<file path="config.mk">
export PLATFORM = sky130hd
export DESIGN_NAME = pci_io_target
export DESIGN_NICKNAME = d
export VERILOG_FILES = /design/src/rtl/pci_tgt_pkg.sv /design/src/rtl/pci_tgt_decode.sv /design/src/rtl/pci_tgt_cfg.sv /design/src/rtl/pci_tgt_fsm.sv /design/src/rtl/pci_tgt_par.sv /design/src/rtl/pci_io_target.sv
export SDC_FILE = /design/constraint.sdc
export NUM_CORES = 1
export LEC_CHECK = 0
export ABC_CLOCK_PERIOD_IN_PS = 3500
export BUFFER_PORTS_ARGS = -buffer_cell sky130_fd_sc_hd__buf_2
export CORE_UTILIZATION = 53
export DETAILED_ROUTE_END_ITERATION = 8
export PLACE_DENSITY = 0.89
export SYNTH_ARGS = -nofsm -noshare
export SYNTH_HDL_FRONTEND = slang
export SYNTH_SLANG_ARGS = --single-unit
</file>
<file path="constraint.sdc">
create_clock -name clk -period 3.5 [get_ports clk]
set_clock_uncertainty 0.1 [all_clocks]
set_input_delay 0.175 -clock clk [delete_from_list [all_inputs] [get_ports clk]]
set_output_delay 0.175 -clock clk [all_outputs]
set_load 0.01 [all_outputs]
</file>
<file path="src/rtl/pci_tgt_pkg.sv">
package pci_tgt_pkg;

    typedef enum logic [1:0] {
        ST_IDLE = 2'd0,
        ST_DATA = 2'd1,
        ST_SKIP = 2'd2
    } tgt_state_e;

    localparam logic [3:0] CMD_IO_RD  = 4'b0010;
    localparam logic [3:0] CMD_IO_WR  = 4'b0011;
    localparam logic [3:0] CMD_CFG_RD = 4'b1010;
    localparam logic [3:0] CMD_CFG_WR = 4'b1011;

    localparam int          BUS_W     = 32;
    localparam int          BE_W      = BUS_W / 8;
    localparam logic [31:0] ADDR_STEP = 32'd4;

    localparam logic [5:0] DW_ID      = 6'd0;
    localparam logic [5:0] DW_CMDSTAT = 6'd1;
    localparam logic [5:0] DW_CLASS   = 6'd2;
    localparam logic [5:0] DW_BAR0    = 6'd4;
    localparam logic [5:0] DW_SUBSYS  = 6'd11;
    localparam logic [5:0] DW_INTR    = 6'd15;

endpackage

</file>
<file path="src/rtl/pci_tgt_decode.sv">
module pci_tgt_decode
    import pci_tgt_pkg::*;
#(
    parameter int NUM_WIN  = 2,
    parameter int WIN_BITS = 3
) (
    input  logic [31:0]              ad_in,
    input  logic [3:0]               cmd,
    input  logic                     idsel,
    input  logic                     io_en,
    input  logic [NUM_WIN-1:0][31:0] bar_base,
    output logic                     hit,
    output logic                     is_cfg,
    output logic                     is_wr,
    output logic [NUM_WIN-1:0]       win
);
    localparam logic [31:0] LOW_MASK = (32'd1 << WIN_BITS) - 32'd1;

    logic                io_cmd;
    logic [NUM_WIN-1:0]  raw_match;

    assign io_cmd = (cmd == CMD_IO_RD) || (cmd == CMD_IO_WR);
    assign is_cfg = ((cmd == CMD_CFG_RD) || (cmd == CMD_CFG_WR))
                    && idsel && (ad_in[1:0] == 2'b00) && (ad_in[10:8] == 3'b000);
    assign is_wr  = cmd[0];

    for (genvar i = 0; i < NUM_WIN; i++) begin : g_match
        assign raw_match[i] = io_cmd && io_en
                              && ((ad_in & ~LOW_MASK) == bar_base[i]);
    end

    // lowest-numbered window wins when two bases overlap
    always_comb begin
        win = '0;
        for (int i = NUM_WIN - 1; i >= 0; i--) begin
            if (raw_match[i]) begin
                win = '0;
                win[i] = 1'b1;
            end
        end
    end

    assign hit = is_cfg || (|win);

endmodule

</file>
<file path="src/rtl/pci_tgt_cfg.sv">
module pci_tgt_cfg
    import pci_tgt_pkg::*;
#(
    parameter logic [15:0] VENDOR_ID  = 16'h1E0F,
    parameter logic [15:0] DEVICE_ID  = 16'h0210,
    parameter logic [7:0]  REV_ID     = 8'h01,
    parameter logic [23:0] CLASS_CODE = 24'h070102,
    parameter logic [15:0] SUBSYS_VID = 16'h1E0F,
    parameter logic [15:0] SUBSYS_ID  = 16'h0001,
    parameter logic [7:0]  INT_PIN    = 8'h01,
    parameter int          NUM_WIN    = 2,
    parameter int          WIN_BITS   = 3
) (
    input  logic                     clk,
    input  logic                     rst_n,
    input  logic                     wr_en,
    input  logic [5:0]               dw_idx,
    input  logic [31:0]              wdata,
    input  logic [3:0]               be_n,
    output logic [31:0]              rdata,
    output logic                     io_en,
    output logic [NUM_WIN-1:0][31:0] bar_base
);
    localparam logic [31:0] LOW_MASK = (32'd1 << WIN_BITS) - 32'd1;

    logic       io_en_q;
    logic [7:0] int_line_q;
    logic [31:0] bar_rd [NUM_WIN];

    always_ff @(posedge clk or negedge rst_n) begin
        if (!rst_n) begin
            io_en_q    <= 1'b0;
            int_line_q <= 8'h00;
        end else if (wr_en && !be_n[0]) begin
            if (dw_idx == DW_CMDSTAT) io_en_q    <= wdata[0];
            if (dw_idx == DW_INTR)    int_line_q <= wdata[7:0];
        end
    end

    for (genvar i = 0; i < NUM_WIN; i++) begin : g_bar
        logic [31:0] bar_q;
        logic [31:0] merged;
        always_comb begin
            merged = bar_q;
            for (int b = 0; b < BE_W; b++) begin
                if (!be_n[b]) merged[8*b +: 8] = wdata[8*b +: 8];
            end
        end
        always_ff @(posedge clk or negedge rst_n) begin
            if (!rst_n)                                    bar_q <= '0;
            else if (wr_en && dw_idx == DW_BAR0 + 6'(i))   bar_q <= merged & ~LOW_MASK;
        end
        assign bar_base[i] = bar_q;
        assign bar_rd[i]   = bar_q | 32'd1;
    end

    always_comb begin
        rdata = '0;
        unique case (dw_idx)
            DW_ID:      rdata = {DEVICE_ID, VENDOR_ID};
            DW_CMDSTAT: rdata = {31'd0, io_en_q};
            DW_CLASS:   rdata = {CLASS_CODE, REV_ID};
            DW_SUBSYS:  rdata = {SUBSYS_ID, SUBSYS_VID};
            DW_INTR:    rdata = {16'h0000, INT_PIN, int_line_q};
            default: begin
                for (int i = 0; i < NUM_WIN; i++) begin
                    if (dw_idx == DW_BAR0 + 6'(i)) rdata = bar_rd[i];
                end
            end
        endcase
    end

    assign io_en = io_en_q;

    a_r4_bar_low_bits: assert property (@(posedge clk) disable iff (!rst_n)
        (wr_en && dw_idx == DW_BAR0) |=> ((bar_base[0] & LOW_MASK) == 32'd0));

endmodule

</file>
<file path="src/rtl/pci_tgt_fsm.sv">
module pci_tgt_fsm
    import pci_tgt_pkg::*;
#(
    parameter int NUM_WIN  = 2,
    parameter int WIN_BITS = 3
) (
    input  logic                clk,
    input  logic                rst_n,
    input  logic                frame_n,
    input  logic                irdy_n,
    input  logic [31:0]         ad_in,
    input  logic                dec_hit,
    input  logic                dec_cfg,
    input  logic                dec_wr,
    input  logic [NUM_WIN-1:0]  dec_win,
    output logic                devsel_n,
    output logic                trdy_n,
    output logic                ad_oe,
    output logic                data_ph,
    output logic                xfer,
    output logic                cur_cfg,
    output logic                cur_wr,
    output logic [NUM_WIN-1:0]  cur_win,
    output logic [5:0]          cur_dw,
    output logic [WIN_BITS-1:0] cur_off
);
    tgt_state_e         state_q, state_d;
    logic [31:0]        addr_q;
    logic               cfg_q, wr_q;
    logic [NUM_WIN-1:0] win_q;
    logic               addr_ph;

    assign addr_ph = (state_q == ST_IDLE) && !frame_n;

    always_ff @(posedge clk or negedge rst_n) begin
        if (!rst_n) state_q <= ST_IDLE;
        else        state_q <= state_d;
    end

    always_comb begin
        state_d = state_q;
        unique case (state_q)
            ST_IDLE: if (!frame_n)           state_d = dec_hit ? ST_DATA : ST_SKIP;
            ST_DATA: if (!irdy_n && frame_n) state_d = ST_IDLE;
            ST_SKIP: if (frame_n && irdy_n)  state_d = ST_IDLE;
            default:                         state_d = ST_IDLE;
        endcase
    end

    always_comb begin
        data_ph  = 1'b0;
        devsel_n = 1'b1;
        trdy_n   = 1'b1;
        ad_oe    = 1'b0;
        xfer     = 1'b0;
        unique case (state_q)
            ST_DATA: begin
                data_ph  = 1'b1;
                devsel_n = 1'b0;
                trdy_n   = 1'b0;
                ad_oe    = !wr_q;
                xfer     = !irdy_n;
            end
            ST_IDLE, ST_SKIP: ;
            default: ;
        endcase
    end

    always_ff @(posedge clk or negedge rst_n) begin
        if (!rst_n) begin
            addr_q <= '0;
            cfg_q  <= 1'b0;
            wr_q   <= 1'b0;
            win_q  <= '0;
        end else if (addr_ph) begin
            addr_q <= ad_in;
            cfg_q  <= dec_cfg;
            wr_q   <= dec_wr;
            win_q  <= dec_win;
        end else if (xfer) begin
            addr_q <= addr_q + ADDR_STEP;
        end
    end

    assign cur_cfg = cfg_q;
    assign cur_wr  = wr_q;
    assign cur_win = win_q;
    assign cur_dw  = addr_q[7:2];
    assign cur_off = addr_q[WIN_BITS-1:0];

    a_r9_burst_step: assert property (@(posedge clk) disable iff (!rst_n)
        (state_q == ST_DATA && !irdy_n && !frame_n) |=> (addr_q == $past(addr_q) + ADDR_STEP));

    a_r10_release: assert property (@(posedge clk) disable iff (!rst_n)
        (state_q == ST_DATA && !irdy_n && frame_n) |=> (devsel_n && trdy_n));

    a_r3_miss_unclaimed: assert property (@(posedge clk) disable iff (!rst_n)
        (addr_ph && !dec_hit) |=> devsel_n);

    a_r8_wait_holds_addr: assert property (@(posedge clk) disable iff (!rst_n)
        (state_q == ST_DATA && irdy_n) |=> $stable(addr_q));

endmodule

</file>
<file path="src/rtl/pci_tgt_par.sv">
module pci_tgt_par
    import pci_tgt_pkg::*;
(
    input  logic            clk,
    input  logic            rst_n,
    input  logic            drive,
    input  logic [BUS_W-1:0] ad,
    input  logic [BE_W-1:0]  cbe_n,
    output logic            par_out,
    output logic            par_oe
);
    always_ff @(posedge clk or negedge rst_n) begin
        if (!rst_n) begin
            par_out <= 1'b0;
            par_oe  <= 1'b0;
        end else begin
            par_oe  <= drive;
            par_out <= drive ? ^{ad, cbe_n} : 1'b0;
        end
    end

    a_r11_par_on: assert property (@(posedge clk) disable iff (!rst_n)
        drive |=> par_oe);

    a_r11_par_off: assert property (@(posedge clk) disable iff (!rst_n)
        !drive |=> !par_oe);

endmodule

</file>
<file path="src/rtl/pci_io_target.sv">
module pci_io_target
    import pci_tgt_pkg::*;
#(
    parameter logic [15:0] VENDOR_ID  = 16'h1E0F,
    parameter logic [15:0] DEVICE_ID  = 16'h0210,
    parameter logic [7:0]  REV_ID     = 8'h01,
    parameter logic [23:0] CLASS_CODE = 24'h070102,
    parameter logic [15:0] SUBSYS_VID = 16'h1E0F,
    parameter logic [15:0] SUBSYS_ID  = 16'h0001,
    parameter logic [7:0]  INT_PIN    = 8'h01,
    parameter int          NUM_WIN    = 2,
    parameter int          WIN_BITS   = 3
) (
    input  logic                clk,
    input  logic                rst_n,
    input  logic                frame_n,
    input  logic                irdy_n,
    input  logic                idsel,
    input  logic [3:0]          cbe_n,
    input  logic [31:0]         ad_in,
    output logic [31:0]         ad_out,
    output logic                ad_oe,
    output logic                par_out,
    output logic                par_oe,
    output logic                devsel_n,
    output logic                trdy_n,
    output logic [NUM_WIN-1:0]  lcl_sel,
    output logic [WIN_BITS-1:0] lcl_addr,
    output logic [3:0]          lcl_be,
    output logic [31:0]         lcl_wdata,
    output logic                lcl_wr,
    output logic                lcl_rd,
    input  logic [31:0]         lcl_rdata
);
    logic                     dec_hit, dec_cfg, dec_wr;
    logic [NUM_WIN-1:0]       dec_win;
    logic                     io_en;
    logic [NUM_WIN-1:0][31:0] bar_base;
    logic                     data_ph, xfer, cur_cfg, cur_wr;
    logic [NUM_WIN-1:0]       cur_win;
    logic [5:0]               cur_dw;
    logic [31:0]              cfg_rdata;

    pci_tgt_decode #(.NUM_WIN(NUM_WIN), .WIN_BITS(WIN_BITS)) u_dec (
        .ad_in(ad_in), .cmd(cbe_n), .idsel(idsel), .io_en(io_en),
        .bar_base(bar_base), .hit(dec_hit), .is_cfg(dec_cfg),
        .is_wr(dec_wr), .win(dec_win)
    );

    pci_tgt_fsm #(.NUM_WIN(NUM_WIN), .WIN_BITS(WIN_BITS)) u_fsm (
        .clk(clk), .rst_n(rst_n), .frame_n(frame_n), .irdy_n(irdy_n),
        .ad_in(ad_in), .dec_hit(dec_hit), .dec_cfg(dec_cfg),
        .dec_wr(dec_wr), .dec_win(dec_win), .devsel_n(devsel_n),
        .trdy_n(trdy_n), .ad_oe(ad_oe), .data_ph(data_ph), .xfer(xfer),
        .cur_cfg(cur_cfg), .cur_wr(cur_wr), .cur_win(cur_win),
        .cur_dw(cur_dw), .cur_off(lcl_addr)
    );

    pci_tgt_cfg #(
        .VENDOR_ID(VENDOR_ID), .DEVICE_ID(DEVICE_ID), .REV_ID(REV_ID),
        .CLASS_CODE(CLASS_CODE), .SUBSYS_VID(SUBSYS_VID),
        .SUBSYS_ID(SUBSYS_ID), .INT_PIN(INT_PIN),
        .NUM_WIN(NUM_WIN), .WIN_BITS(WIN_BITS)
    ) u_cfg (
        .clk(clk), .rst_n(rst_n), .wr_en(xfer && cur_cfg && cur_wr),
        .dw_idx(cur_dw), .wdata(ad_in), .be_n(cbe_n), .rdata(cfg_rdata),
        .io_en(io_en), .bar_base(bar_base)
    );

    pci_tgt_par u_par (
        .clk(clk), .rst_n(rst_n), .drive(ad_oe), .ad(ad_out),
        .cbe_n(cbe_n), .par_out(par_out), .par_oe(par_oe)
    );

    assign ad_out    = cur_cfg ? cfg_rdata : lcl_rdata;
    assign lcl_sel   = (data_ph && !cur_cfg) ? cur_win : '0;
    assign lcl_be    = ~cbe_n;
    assign lcl_wdata = ad_in;
    assign lcl_wr    = xfer && !cur_cfg && cur_wr;
    assign lcl_rd    = xfer && !cur_cfg && !cur_wr;

    a_r8_strobe_needs_irdy: assert property (@(posedge clk) disable iff (!rst_n)
        (lcl_wr || lcl_rd) |-> (!irdy_n && !trdy_n));

    a_r2_ready_inside_claim: assert property (@(posedge clk) disable iff (!rst_n)
        !trdy_n |-> !devsel_n);

    a_r5_mem_never_claimed: assert property (@(posedge clk) disable iff (!rst_n)
        ($fell(frame_n) && cbe_n[3:1] == 3'b011) |=> devsel_n);

    a_r6_sel_onehot: assert property (@(posedge clk) disable iff (!rst_n)
        $onehot0(lcl_sel));

endmodule

</file>
==> impl_metrics.tcl <==
set metrics [dict create \
    drtIter0Drc 317 \
    firstDrtPassIters 5 \
    dpl.hpwl_mm 12.5 \
    cp_max_fo 13 \
    min_period_ns 3.37 \
    fmax_mhz 297 \
    met3WireLength_mm 1.30 \
    syn_avg_cell_area_um2 10.3 \
    rsz0062_at_grt "false" \
    cts_root_buffer "clkbuf_8" \
    remaining_drc_errors 0 \
    tritoncts "built" \
    worstMarginPinSlew_ns 1.13 \
    core_um2 9950 \
    synth_area_um2 5520 \
    maxSlewViolCount 0 \
    layout.nets 744 \
    status "completed" \
    highest_layer "met4" \
    yosysSeqAreaShare 0.376 \
    drv_cap 0 \
    fp.dieH_um 104 \
    fillCellCount 779 \
    worstPathArrival_ns 3.56 \
    drive_gt1_frac 0.413 \
    area_growth_syn_to_layout_pct 17.1 \
    ys_ff_latch 83 \
    post_drt_wl_per_cell_um 20.5 \
    grt_pass1_vias 4735 \
    cp_data_required_time_ns 3.70 \
    peakVddDrop_v 0.000173 \
    htreeDepth 3 \
    power-per-cell-area_nw_per_um2 352 \
    die_x_um 104 \
    max-slew-margin-rel 0.241 \
    clock_latency_ns 0.38 \
    p_total_mw 2.27 \
    syn_nets 615 \
    leakage_nw 3.25 \
    timing.final.crit_share 0.963 \
    via_per_inst 6.05 \
    wl_met2_mm 7.85 \
    drt_wl_total_mm 16.4 \
    critPathSlowestCell "xnor3_1" \
    row_count 36 \
    start_util 0.554 \
    grt_max_degree 84 \
    synth_edf_count 0 \
    start_kind "register" \
    clk_pin_slew_worst_paths_ns 0.09 \
    cts_buffers 9 \
    endpoint_kind "register" \
    grt_pass1_wl_mm 25.7 \
    port_buffers 152 \
    ys_warn_count 0 \
    n_antenna_cell 0 \
    ys.flop_type "dfrtp_1" \
    grt-ovfl-total 0 \
    hold_class "primary input to register" \
    path_class "register to register" \
    ant_nets 0 \
    fp.dieArea_um2 10800 \
    vias 4846 \
    fin_setup_tns_ns 0 \
    syn_inst 534 \
    synthArstFlopShare 1.00 \
    ys_types 55 \
    antenna_found_initial 0 \
    gp_congestion 0.989 \
    hold_viol_final 0 \
    pin_count 153 \
    clock_path_buffers 2 \
    track_usage 0.308 \
    setup_viol 0 \
    crit_path_max_incr_delay_ns 0.48 \
    wl_met1_mm 6.66 \
    clock-sinks 83 \
    crit_chain "inv_1 -> ha_1 -> and4bb_1 -> and2_2 -> a221oi_2 -> nor2_1 -> xnor2_1 -> xnor2_1 -> xnor3_1 -> xnor3_1 -> nor3_1" \
]
## power breakdown
group,internal (mW),switching [mW]
Clock,0.269,0.406
Combinational,0.268,0.311
Sequential,0.977,0.0414
Total,1.51,0.759
## sequential cells by signal (all words and copies together), names as in the netlist
register,cells
u_cfg.g_bar.bar_q,58
u_cfg.int_line_q,8
u_fsm.addr_q,8
u_fsm.cur_win,2
u_fsm.state_q,2
u_cfg.io_en,1
u_fsm.cur_cfg,1
u_fsm.cur_wr,1
u_par.par_oe,1
u_par.par_out,1
## cells in the final DEF, fill, tap and decap left out, types with 5 or more instances in the layout
| cell | netlist | layout |
|---|---|---|
| mux2_2 | 68 | 68 |
| nand3_1 | 11 | 11 |
| a22oi_1 | 5 | 5 |
| and3_1 | 8 | 8 |
| xor2_1 | 44 | 44 |
| dfrtp_1 | 83 | 82 |
| dlygate4sd3_1 | 0 | 5 |
| a221oi_1 | 16 | 12 |
| buf_4 | 37 | 16 |
| nand2_1 | 29 | 29 |
| inv_1 | 6 | 6 |
| o21ai_0 | 14 | 14 |
| nor2_1 | 53 | 53 |
| a21oi_1 | 11 | 11 |
| xnor2_1 | 40 | 40 |
| a221oi_2 | 2 | 5 |
| nor3_1 | 8 | 8 |
| ha_1 | 8 | 8 |
| nor4_1 | 12 | 12 |
| nand4_1 | 6 | 6 |
| buf_2 | 5 | 151 |
| clkbuf_8 | 0 | 9 |
## kinds of logic (layout without fill, tap and decap cells)
| family | Yosys count | in the layout | share of synthesized area |
|---|---|---|---|
| AO/OA/AOI/OAI | 76 | 76 | 0.109 |
| XOR/XNOR | 88 | 88 | 0.150 |
| adder cells (fa/ha/maj) | 8 | 8 | 0.0181 |
| buffers and inverters | 61 | 195 | 0.0719 |
| flip-flops | 83 | 83 | 0.376 |
| multiplexers | 69 | 69 | 0.141 |
| AND/OR/NAND/NOR | 149 | 149 | 0.134 |
## per-layer routing
layer	up-vias	track usage
met4	0	0.153
li1	2138	-
met3	57	0.0558
met2	274	0.494
met5	-	0
met1	2377	0.401
## metrics by stage
| stage | setup slack, ns | std cells | area [um^2] | utilization | hold WS [ns] |
|---|---|---|---|---|---|
| floorplan | 0.261 | 534 | 5520 | - | -0.221 |
| global placement | 0.216 | 780 | 6190 | 0.622 | 0.314 |
| detailed placement | 0.0853 | 780 | 6190 | 0.622 | 0.334 |
| CTS | 0.0528 | 800 | 6410 | 0.644 | 0.00445 |
| global route | 0.00179 | 801 | 6460 | 0.649 | 0.0183 |
| finish | 0.130 | 801 | 6460 | 0.649 | 0.00796 |
## path summary, 6_finish.rpt
check	startpoint	end	slack [ns]	cells past startpoint
max in group asynchronous	rst_n	u_fsm.cur_cfg	2.14	2
worst min-delay path	ad_in[28]	u_cfg.g_bar[0].bar_q[28]	0.008	2
worst max-delay path	u_fsm.addr_q[2]	u_par.par_out	0.13	11
worst min register to register	u_fsm.state_q[0]	u_fsm.state_q[1]	0.38	1
worst max register to register	u_fsm.addr_q[2]	u_par.par_out	0.13	11
min in group asynchronous	rst_n	u_cfg.int_line_q[5]	0.43	2
## synth_stat cells, drive strengths merged, types with 9 or more instances
cell type,number,share of area
a21oi,12,0.012
a221oi,18,0.031
buf,45,0.061
clkbuf,9,0.0061
dfrtp,83,0.38
mux2,68,0.14
nand2,29,0.020
nand3,11,0.010
nor2,56,0.039
nor3,9,0.0091
nor4,12,0.014
o21ai,16,0.015
xnor2,40,0.063
xor2,44,0.070
## repair_timing
item | in CTS | in global routing
setup endpoints to repair | 0 | 1
hold endpoints to repair | 86 | 1
resized for setup | 0 | 7
hold buffers | 4 | 1
setup buffers | 0 | 0
## layout make-up
cell class / count / area, um^2 / share of cell area
inverters: 7 / 26.3 / 0.00407
repair buffers: 172 / 926 / 0.143
clock inverters: 7 / 58.8 / 0.00910
clock buffers: 9 / 124 / 0.0192
multi-input cells: 390 / 3080 / 0.477
well taps: 133 / 166 / 0.0257
flip-flops and latches: 83 / 2080 / 0.322
## critical path, delay by kind of cell (launching register included)
| family | cells | cell delay, ns |
|---|---|---|
| DFF | 1 | 0.43 |
| adders and majority gates | 1 | 0.22 |
| buffers and inverters | 1 | 0.11 |
| xor gates and xnor gates | 4 | 1.25 |
| and+or+nand+nor | 4 | 0.84 |
| AOI/OAI and AO/OA | 1 | 0.34 |
No activity file was read; power rests on OpenSTA's default activity.
